$ cat src/rtl/bcs_pkg.sv
package bcs_pkg;

  localparam int unsigned LANE_W   = 3;
  localparam int unsigned LCODE_W  = 2;

  typedef enum logic {
    ORD_SEQ = 1'b0,
    ORD_ILV = 1'b1
  } order_e;

  typedef logic [LANE_W-1:0] lane_t;

  // Mask of the lane bits that a length code lets move.
  function automatic lane_t mask_of_code(input logic [LCODE_W-1:0] code);
    lane_t m;
    case (code)
      2'd0:    m = 3'b000;
      2'd1:    m = 3'b001;
      2'd2:    m = 3'b011;
      default: m = 3'b111;
    endcase
    return m;
  endfunction

  // Low bits for word idx of a burst, merged with the fixed start bits.
  function automatic lane_t lane_pick(input lane_t lo, input lane_t idx,
                                      input order_e ord, input lane_t mask);
    lane_t moved;
    if (ord == ORD_ILV) moved = lo ^ idx;
    else                moved = lo + idx;
    return (lo & ~mask) | (moved & mask);
  endfunction

  // Index advanced by n words, wrapped inside the burst.
  function automatic lane_t idx_adv(input lane_t idx, input lane_t n,
                                    input lane_t mask);
    lane_t s;
    s = idx + n;
    return s & mask;
  endfunction

endpackage

$ cat src/rtl/bcs_cfg_reg.sv
module bcs_cfg_reg
  import bcs_pkg::*;
#(
  parameter int unsigned COL_W = 10
) (
  input  logic                clk,
  input  logic                rst_n,
  input  logic                load,
  input  logic [COL_W-1:0]    start_in,
  input  order_e              ord_in,
  input  lane_t               mask_in,
  output logic [COL_W-1:0]    start_q,
  output order_e              ord_q,
  output lane_t               mask_q
);

  always_ff @(posedge clk) begin
    if (!rst_n) begin
      start_q <= '0;
      ord_q   <= ORD_SEQ;
      mask_q  <= '0;
    end else if (load) begin
      start_q <= start_in;
      ord_q   <= ord_in;
      mask_q  <= mask_in;
    end
  end

endmodule

$ cat src/rtl/bcs_index_ctr.sv
module bcs_index_ctr
  import bcs_pkg::*;
(
  input  logic  clk,
  input  logic  rst_n,
  input  logic  load,
  input  logic  step,
  input  lane_t mask,
  output lane_t idx_q,
  output lane_t idx_plus2,
  output logic  at_last
);

  lane_t idx_plus1;

  always_comb begin
    idx_plus1 = idx_adv(idx_q, 3'd1, mask);
    idx_plus2 = idx_adv(idx_q, 3'd2, mask);
    at_last   = (idx_q == mask);
  end

  always_ff @(posedge clk) begin
    if (!rst_n)    idx_q <= '0;
    else if (load) idx_q <= '0;
    else if (step) idx_q <= idx_plus1;
  end

endmodule

$ cat src/rtl/bcs_lane_gen.sv
module bcs_lane_gen
  import bcs_pkg::*;
#(
  parameter int unsigned COL_W = 10
) (
  input  logic [COL_W-1:0] start,
  input  order_e           ord,
  input  lane_t            mask,
  input  lane_t            idx,
  output logic [COL_W-1:0] col
);

  localparam int unsigned UP_W = COL_W - LANE_W;

  lane_t lane;

  always_comb begin
    lane = lane_pick(start[LANE_W-1:0], idx, ord, mask);
    col  = {start[COL_W-1 -: UP_W], lane};
  end

endmodule

$ cat src/rtl/bcs_burst_seq.sv
module bcs_burst_seq
  import bcs_pkg::*;
#(
  parameter int unsigned COL_W = 10
) (
  input  logic             clk,
  input  logic             rst_n,
  input  logic             load_i,
  input  logic             step_i,
  input  logic [COL_W-1:0] start_col_i,
  input  logic             wrap_ilv_i,
  input  logic [1:0]       len_code_i,
  output logic [COL_W-1:0] col_o,
  output logic [COL_W-1:0] next_col_o,
  output logic             last_o
);

  localparam int unsigned NGEN = 2;
  localparam int unsigned GEN_LOAD = 0;
  localparam int unsigned GEN_RUN  = 1;

  // Named internal events, visible to the bound checker.
  logic             load_ev;
  logic             step_ev;
  order_e           in_ord;
  lane_t            in_mask;
  logic [COL_W-1:0] cfg_start;
  order_e           cfg_ord;
  lane_t            cur_mask;
  lane_t            cur_idx;
  lane_t            idx_two;
  logic             idx_last;

  logic [COL_W-1:0] gen_start [NGEN];
  order_e           gen_ord   [NGEN];
  lane_t            gen_mask  [NGEN];
  lane_t            gen_idx   [NGEN];
  logic [COL_W-1:0] gen_col   [NGEN];

  logic [COL_W-1:0] col_q;
  logic [COL_W-1:0] next_q;

  assign load_ev = load_i;
  assign step_ev = step_i & ~load_i;
  assign in_ord  = wrap_ilv_i ? ORD_ILV : ORD_SEQ;
  assign in_mask = mask_of_code(len_code_i);

  bcs_cfg_reg #(.COL_W(COL_W)) u_cfg (
    .clk      (clk),
    .rst_n    (rst_n),
    .load     (load_ev),
    .start_in (start_col_i),
    .ord_in   (in_ord),
    .mask_in  (in_mask),
    .start_q  (cfg_start),
    .ord_q    (cfg_ord),
    .mask_q   (cur_mask)
  );

  bcs_index_ctr u_idx (
    .clk       (clk),
    .rst_n     (rst_n),
    .load      (load_ev),
    .step      (step_ev),
    .mask      (cur_mask),
    .idx_q     (cur_idx),
    .idx_plus2 (idx_two),
    .at_last   (idx_last)
  );

  // Generator 0 looks ahead for a fresh load (word 1 of the new burst);
  // generator 1 looks two words past the current one for a step.
  always_comb begin
    gen_start[GEN_LOAD] = start_col_i;
    gen_ord  [GEN_LOAD] = in_ord;
    gen_mask [GEN_LOAD] = in_mask;
    gen_idx  [GEN_LOAD] = idx_adv(3'd0, 3'd1, in_mask);
    gen_start[GEN_RUN]  = cfg_start;
    gen_ord  [GEN_RUN]  = cfg_ord;
    gen_mask [GEN_RUN]  = cur_mask;
    gen_idx  [GEN_RUN]  = idx_two;
  end

  for (genvar g = 0; g < NGEN; g++) begin : g_lane
    bcs_lane_gen #(.COL_W(COL_W)) u_gen (
      .start (gen_start[g]),
      .ord   (gen_ord[g]),
      .mask  (gen_mask[g]),
      .idx   (gen_idx[g]),
      .col   (gen_col[g])
    );
  end

  always_ff @(posedge clk) begin
    if (!rst_n) begin
      col_q  <= '0;
      next_q <= '0;
    end else if (load_ev) begin
      col_q  <= start_col_i;
      next_q <= gen_col[GEN_LOAD];
    end else if (step_ev) begin
      col_q  <= next_q;
      next_q <= gen_col[GEN_RUN];
    end
  end

  assign col_o      = col_q;
  assign next_col_o = next_q;
  assign last_o     = idx_last;

endmodule

$ cat config.mk
export PLATFORM = sky130hd
export DESIGN_NAME = bcs_burst_seq
export DESIGN_NICKNAME = d
export VERILOG_FILES = /design/src/rtl/bcs_pkg.sv /design/src/rtl/bcs_cfg_reg.sv /design/src/rtl/bcs_index_ctr.sv /design/src/rtl/bcs_lane_gen.sv /design/src/rtl/bcs_burst_seq.sv
export SDC_FILE = /design/constraint.sdc
export NUM_CORES = 1
export LEC_CHECK = 0
export BUFFER_PORTS_ARGS = -buffer_cell sky130_fd_sc_hd__buf_4
export CORE_ASPECT_RATIO = 1.75
export CORE_MARGIN = 2
export CORE_UTILIZATION = 40
export DETAILED_ROUTE_END_ITERATION = 8
export GPL_TIMING_DRIVEN = 0
export PLACE_DENSITY = 0.72
export SYNTH_ARGS = -nofsm -noshare
export SYNTH_HDL_FRONTEND = slang
export SYNTH_SLANG_ARGS = --single-unit
$ cat constraint.sdc
create_clock -name clk -period 2.1 [get_ports clk]
set_input_delay 0.21 -clock clk [delete_from_list [all_inputs] [get_ports clk]]
set_output_delay 0.21 -clock clk [all_outputs]
set_load 0.03 [all_outputs]
==> results.txt, run 1 <==
----------------------------------------------------
[Clocking]
  Number of buffers created by CTS ... 5
  # resized after CTS ... 0
  CTS Sinks ... 37
  Clock input transition at the sequential cells of the worst setup and hold paths ... 70 ps
  Worst skew pair latency ... 290 ps
  Number of setup buffers added after CTS ... 0
  Clock tree from TritonCTS ... yes
  Clock root buffer master ... sky130_fd_sc_hd__clkbuf_8
  Number of buffers on the longest clock path ... 2
  H-tree depth ... 2
  Number of hold buffers added after cts ... 0

[Die]
  Chip Width ... 53.4 um
  Top-level port count ... 38
  Initial cell density of the core ... 0.415
  Number of rows in the core area ... 31
  Core area ... 4110 um2
  Die height ... 90.4 um
  Full die area ... 4830 um2

[Final layout]
  Final Non-Filler Cells ... 271
  Share of layout cells above drive strength 1 ... 0.230
  Inserted Diodes ... 0
  Number of nets at the end of the flow ... 247
  Fillers ... 429
  Area growth, synth to finish ... 24.0%
  Most used cells in the layout excluding fill and tap cells ... 37 x sky130_fd_sc_hd__dfxtp_1, 35 x sky130_fd_sc_hd__buf_4, 29 x sky130_fd_sc_hd__mux2i_1
  Non-Filler Cell Area, Final ... 2120 um2
  Most frequent standard cell in the layout excluding fill and tap cells ... sky130_fd_sc_hd__dfxtp_1

[Timing]
  Final hold violation count ... 0
  Final slew viol count ... 0
  Final Hold Slack ... 183 ps
  Final critical delay including setup and external delays ... 1830 ps
  Final Cycle Share ... 0.869
  Clk_skew ... 2.54 ps
  F_max ... 0.548 GHz
  Final count of negative-setup-slack endpoints ... 0
  Setup repair after global routing missed its margin ... false
  Aggregate negative setup slack ... 0 ps
  Max transition margin ... 0.677
  Transition at the pin with the smallest max-transition slack ... 484 ps

[Synthesis]
  Seq/Total Area, Yosys ... 0.434
  Area share of the largest cell type after synthesis ... 0.434
  Synth Cell Area ... 1710 um2
  Flops & latches, synth ... 37
  Share of synthesized registers carrying an async set or reset ... 0
  Number of nets in the synthesized netlist ... 205
  Post-synthesis cell count ... 179
  Mean cell area of the mapped netlist ... 9.54 um2
  Warnings from Yosys ... 0
  Main synth FF type ... sky130_fd_sc_hd__dfxtp_1
  Count of flip-flops with a built-in enable after synthesis ... 0
  Number of distinct standard cells referenced by the synthesized netlist ... 26
  Synth area leaders ... sky130_fd_sc_hd__dfxtp_1 43%, sky130_fd_sc_hd__mux2i_1 17%, sky130_fd_sc_hd__ha_1 5.9%
  Cell accounting for the most synthesized area ... sky130_fd_sc_hd__dfxtp_1

[Setup path]
  Kind of launch point of the worst setup path ... flop
  Arrival time at the worst endpoint ... 2000 ps
  Critical path fanouts, max ... 4
  Start-to-end type of the worst setup path ... flop to flop
  Endpoint class of the critical path ... flop
  Required time of the critical path ... 2280 ps

[Placed design]
  Number of placed instances, taps included ... 263
  Placed wire-length estimate ... 2870 um
  Routability congestion estimate from global placement ... 0.821
  Cell area reported after detailed placement ... 2030 um2
  Total of buffers placed on input and output ports ... 35

[Global route]
  Global-route wire length before repair ... 6320 um
  Number of antenna violations at the first check in global routing ... 0
  Global routing usage on met2 ... 0.323
  Most utilized layer in the global route result ... met2
  GRT met3 Usage ... 0.0315
  Maximum number of pins on one net before global-route repair ... 13
  Via count of the first global-routing pass ... 1373
  GRT overflow ... 0
  Met1 usage in global routing ... 0.185
  Overall track demand over capacity in global routing ... 0.178

[Power]
  Flop pwr share ... 0.502
  Cell-internal power ... 1100 uW
  Leak ... 0.000972 uW
  Share of total power in combinational logic ... 0.184
  Sw Ratio ... 0.292
  Switching pwr ... 451 uW
  Portion of total power attributed to the clock network ... 0.315
  Maximum vdd drop ... 649 uV
  Power Dens Cells ... 730 nW/um2
  Power consumption ... 1550 uW

[Drt]
  Drt first pass iters ... 4
  Total detailed-routing wirelength ... 3860 um
  Count of antenna-violating nets left after detailed routing ... 0
  Mean number of vias per cell ... 5.11
  Detailed router's first-iteration violation count ... 17
  Via count of the routed design ... 1385
  Remaining DRCs ... 0
  Average wire per cell in the routed design ... 14.2 um

[Worst hold path]
  Worst hold path type ... input pin to flop

[Status]
  Run status ... completed

[Flow run]
  Max-capacitance violation count ... 0

----------------------------------------------------
## cell usage after synthesis (2+ instances only)
cell and instances:
sky130_fd_sc_hd__a21boi_0 3, sky130_fd_sc_hd__dfxtp_1 37, sky130_fd_sc_hd__and2_1 4, sky130_fd_sc_hd__mux2i_1 29, sky130_fd_sc_hd__ha_1 8, sky130_fd_sc_hd__clkbuf_1 5
sky130_fd_sc_hd__xnor2_1 4, sky130_fd_sc_hd__a21oi_1 19, sky130_fd_sc_hd__nand2_1 12, sky130_fd_sc_hd__buf_2 6, sky130_fd_sc_hd__nor2b_1 11, sky130_fd_sc_hd__nor2_1 5
sky130_fd_sc_hd__o21ai_0 13, sky130_fd_sc_hd__inv_1 5, sky130_fd_sc_hd__nand3_1 6, sky130_fd_sc_hd__o211a_1 2
## final timing paths
check                                 from                             to  slack (ps)  depth (start not counted)
max           u_cfg.mask_q[0]$_SDFFE_PN0P_     next_col_o[2]$_SDFFE_PN0P_         270                          8
min                         start_col_i[3]  u_cfg.start_q[3]$_SDFFE_PN0P_         180                          3
min reg2reg  u_cfg.start_q[2]$_SDFFE_PN0P_  u_cfg.start_q[2]$_SDFFE_PN0P_         480                          2
max reg2reg   u_cfg.mask_q[0]$_SDFFE_PN0P_     next_col_o[2]$_SDFFE_PN0P_         270                          8
## registers in the layout, summed over array words and instances, names as in the netlist
| signal | flops |
|---|---|
| col_o | 10 |
| u_cfg.start_q | 10 |
| next_col_o | 10 |
| u_cfg.mask_q | 3 |
| u_cfg.ord_q | 1 |
| u_idx.idx_q | 3 |
## per-stage QoR
step | util | worst slack (ps)
floorplan | - | 411
global placement | 0.494 | 277
detailed placement | 0.494 | 273
CTS | 0.515 | 256
global route | 0.515 | 144
finish | 0.515 | 274
## worst max-delay path, cell delays in order, from the launching register on
cell and delay [ps]:
sky130_fd_sc_hd__dfxtp_1 350, sky130_fd_sc_hd__ha_1 210, sky130_fd_sc_hd__ha_1 190, sky130_fd_sc_hd__fa_1 340, sky130_fd_sc_hd__nor2b_1 140, sky130_fd_sc_hd__xnor2_1 170
sky130_fd_sc_hd__nor2_2 60, sky130_fd_sc_hd__xnor2_1 160, sky130_fd_sc_hd__o21ai_1 90
## power by group through the flow
stage / registers (uW) / clock network, uW / logic, uW
floorplan: 841 / 0 / 128
global placement: 791 / 0 / 283
detailed placement: 792 / 0 / 287
CTS: 776 / 495 / 288
global route: 783 / 523 / 309
finish: 776 / 487 / 284
## metal layers
layer | routed length, um | part of all wire
met5 | 0 | 0
met4 | 109 | 0.028
met3 | 128 | 0.033
met2 | 2180 | 0.56
met1 | 1440 | 0.37
## area by class of cell
cell class                      count  area [um2]  share of cell area
Buffer                             11        48.8              0.0230
Timing Repair Buffer               35         263               0.124
Sequential cell                    37         741               0.350
Clock buffer                        5        68.8              0.0325
Inverter                            6        22.5              0.0106
Multi-Input combinational cell    125         896               0.423
Tap cell                           49        61.3              0.0289
Clock inverter                      3        17.5             0.00827
## cell families after synthesis
logic type / Yosys count / share of synthesized area
buffers and inverters: 17 / 0.0418
muxes: 30 / 0.177
AOI/OAI and AO/OA: 40 / 0.130
and+or+nand+nor: 41 / 0.122
adders and majority gates: 9 / 0.0703
xor gates and xnor gates: 5 / 0.0256
DFF: 37 / 0.434
No activity file was read; power rests on OpenSTA's default activity.
==> run 2, diff against run 1 <==
--- a/config.mk
+++ b/config.mk
@@ -5,12 +5,12 @@
 export SDC_FILE = /design/constraint.sdc
 export NUM_CORES = 1
 export LEC_CHECK = 0
+export ABC_CLOCK_PERIOD_IN_PS = 2000
 export BUFFER_PORTS_ARGS = -buffer_cell sky130_fd_sc_hd__buf_4
 export CORE_ASPECT_RATIO = 1.75
 export CORE_MARGIN = 2
 export CORE_UTILIZATION = 40
 export DETAILED_ROUTE_END_ITERATION = 8
-export GPL_TIMING_DRIVEN = 0
 export PLACE_DENSITY = 0.72
 export SYNTH_ARGS = -nofsm -noshare
 export SYNTH_HDL_FRONTEND = slang
==> constraint.sdc (replaced) <==
create_clock -name clk -period 2 [get_ports clk]
set_input_delay 0.2 -clock clk [delete_from_list [all_inputs] [get_ports clk]]
set_output_delay 0.2 -clock clk [all_outputs]
set_load 0.03 [all_outputs]
==> run 2 against run 1 <==
Flip-flop and latch count unchanged; combinational power about the same; via count decreased by 5.0%; critical path type unchanged.
==> results.txt, run 2 (synthesis results as in run 1) <==
----------------------------------------------------
[Die]
  Initial cell density of the core ... 0.415
  Core area ... 4110 um2
  Top-level port count ... 38
  Chip Width ... 53.4 um
  Die height ... 90.4 um
  Number of rows in the core area ... 31
  Full die area ... 4830 um2

[Clocking]
  Number of buffers on the longest clock path ... 2
  Clock root buffer master ... sky130_fd_sc_hd__clkbuf_8
  Number of setup buffers added after CTS ... 0
  H-tree depth ... 2
  Clock tree from TritonCTS ... yes
  # resized after CTS ... 0
  Number of buffers created by CTS ... 5
  Clock input transition at the sequential cells of the worst setup and hold paths ... 70 ps
  CTS Sinks ... 37
  Number of hold buffers added after cts ... 0
  Worst skew pair latency ... 280 ps

[Final layout]
  Share of layout cells above drive strength 1 ... 0.220
  Area growth, synth to finish ... 22.3%
  Most used cells in the layout excluding fill and tap cells ... 38 x sky130_fd_sc_hd__buf_4, 37 x sky130_fd_sc_hd__dfxtp_1, 29 x sky130_fd_sc_hd__mux2i_1
  Number of nets at the end of the flow ... 239
  Fillers ... 420
  Inserted Diodes ... 0
  Most frequent standard cell in the layout excluding fill and tap cells ... sky130_fd_sc_hd__buf_4

[Power]
  Power consumption ... 1600 uW
  Maximum vdd drop ... 736 uV
  Power Dens Cells ... 766 nW/um2
  Leak ... 0.000958 uW

[Setup path]
  Required time of the critical path ... 2180 ps
  Launching point of the worst reg2reg path ... u_cfg.mask_q[0]$_SDFFE_PN0P_
  Start-to-end type of the worst setup path ... flop to flop
  Capture point of the critical path ... next_col_o[2]$_SDFFE_PN0P_
  Critical path fanouts, max ... 4
  Kind of launch point of the worst setup path ... flop
  Launch point of the worst path ... u_cfg.mask_q[0]$_SDFFE_PN0P_
  Reg-to-reg endpoint ... next_col_o[2]$_SDFFE_PN0P_
  Arrival time at the worst endpoint ... 1970 ps
  Endpoint class of the critical path ... flop
  Reg-to-reg slack, setup ... 210 ps
  Depth of the most critical reg-to-reg path ... 8

[Global route]
  Global-route wire length before repair ... 5660 um
  GRT overflow ... 0
  Via count of the first global-routing pass ... 1264
  Maximum number of pins on one net before global-route repair ... 31
  Number of antenna violations at the first check in global routing ... 0
  Overall track demand over capacity in global routing ... 0.156

[Status]
  Run status ... completed

[Placed design]
  Placed wire-length estimate ... 2320 um
  Total of buffers placed on input and output ports ... 37
  Post-Place Setup Slack ... 180 ps
  Routability congestion estimate from global placement ... 0.765

[Timing]
  F_max ... 0.558 GHz
  Final slew viol count ... 0
  Final Hold Slack ... 184 ps
  Transition at the pin with the smallest max-transition slack ... 395 ps
  Aggregate negative setup slack ... 0 ps
  Clk_skew ... 3.73 ps
  Setup slack of the critical path after layout ... 208 ps
  Final count of negative-setup-slack endpoints ... 0
  Final critical delay including setup and external delays ... 1790 ps
  Final hold violation count ... 0
  Final Cycle Share ... 0.896
  Max transition margin ... 0.737
  Setup repair after global routing missed its margin ... false

[Drt]
  Remaining DRCs ... 0
  Detailed router's first-iteration violation count ... 16
  Mean number of vias per cell ... 5.00
  Count of antenna-violating nets left after detailed routing ... 0
  Drt first pass iters ... 4
  Total detailed-routing wirelength ... 3290 um
  Via count of the routed design ... 1316
  Average wire per cell in the routed design ... 12.5 um

[Worst hold path]
  Hold-critical path depth ... 3
  Worst hold path type ... input pin to flop

[Flow run]
  Max-capacitance violation count ... 0

----------------------------------------------------
[run 2: cell count changes in the layout (fill, tap and decap cells not counted), sizes merged]
cell	before	now
clkbuf	10	6
clkinvlp	1	0
buf	41	38
[run 2: layout make-up]
cell class / instances / area (um2) / area share
Sequential cell: 37 / 741 / 0.355
Tap cell: 49 / 61.3 / 0.0294
Clock inverter: 2 / 10.0 / 0.00479
Multi-Input combinational cell: 125 / 896 / 0.429
Clock buffer: 6 / 72.6 / 0.0348
Timing Repair Buffer: 38 / 285 / 0.137
Inverter: 6 / 22.5 / 0.0108
[run 2: power breakdown]
group	internal, uW	switching, uW	total (uW)
Clock	241	256	497
Combinational	126	161	287
Sequential	783	32.1	815
[run 2: how the worst min path moves through the flow]
stage,start,end,slack [ps]
after detailed placement,u_cfg.start_q[2]$_SDFFE_PN0P_,u_cfg.start_q[2]$_SDFFE_PN0P_,470
after global placement,start_col_i[8],u_cfg.start_q[8]$_SDFFE_PN0P_,470
after CTS,start_col_i[7],u_cfg.start_q[7]$_SDFFE_PN0P_,180
after global routing,start_col_i[5],u_cfg.start_q[5]$_SDFFE_PN0P_,180
after floorplan,start_col_i[2],u_cfg.start_q[2]$_SDFFE_PN0P_,360
final,start_col_i[4],u_cfg.start_q[4]$_SDFFE_PN0P_,180
[run 2: per-stage QoR]
| step | cells | cell area [um2] | utilization |
|---|---|---|---|
| final | 263 | 2090 | 0.508 |
| after global placement | 255 | 2010 | 0.488 |
| after detailed placement | 255 | 2010 | 0.488 |
| after global routing | 263 | 2090 | 0.508 |
| after CTS | 263 | 2090 | 0.508 |
| after floorplan | 179 | 1710 | - |
[run 2: critical path, cell delays in order, from the launching register on]
cell and delay (ps):
sky130_fd_sc_hd__dfxtp_1 340, sky130_fd_sc_hd__ha_1 210, sky130_fd_sc_hd__ha_1 190, sky130_fd_sc_hd__fa_1 350, sky130_fd_sc_hd__nor2b_1 140, sky130_fd_sc_hd__xnor2_1 170
sky130_fd_sc_hd__nor2_2 60, sky130_fd_sc_hd__xnor2_1 150, sky130_fd_sc_hd__o21ai_1 80
[run 2: layer usage]
metal	GRT usage	up-vias	share of wire
li1	-	683	-
met4	0.0769	0	0.024
met3	0.0364	6	0.042
met1	0.183	603	0.41
met5	0	-	0
met2	0.253	24	0.52
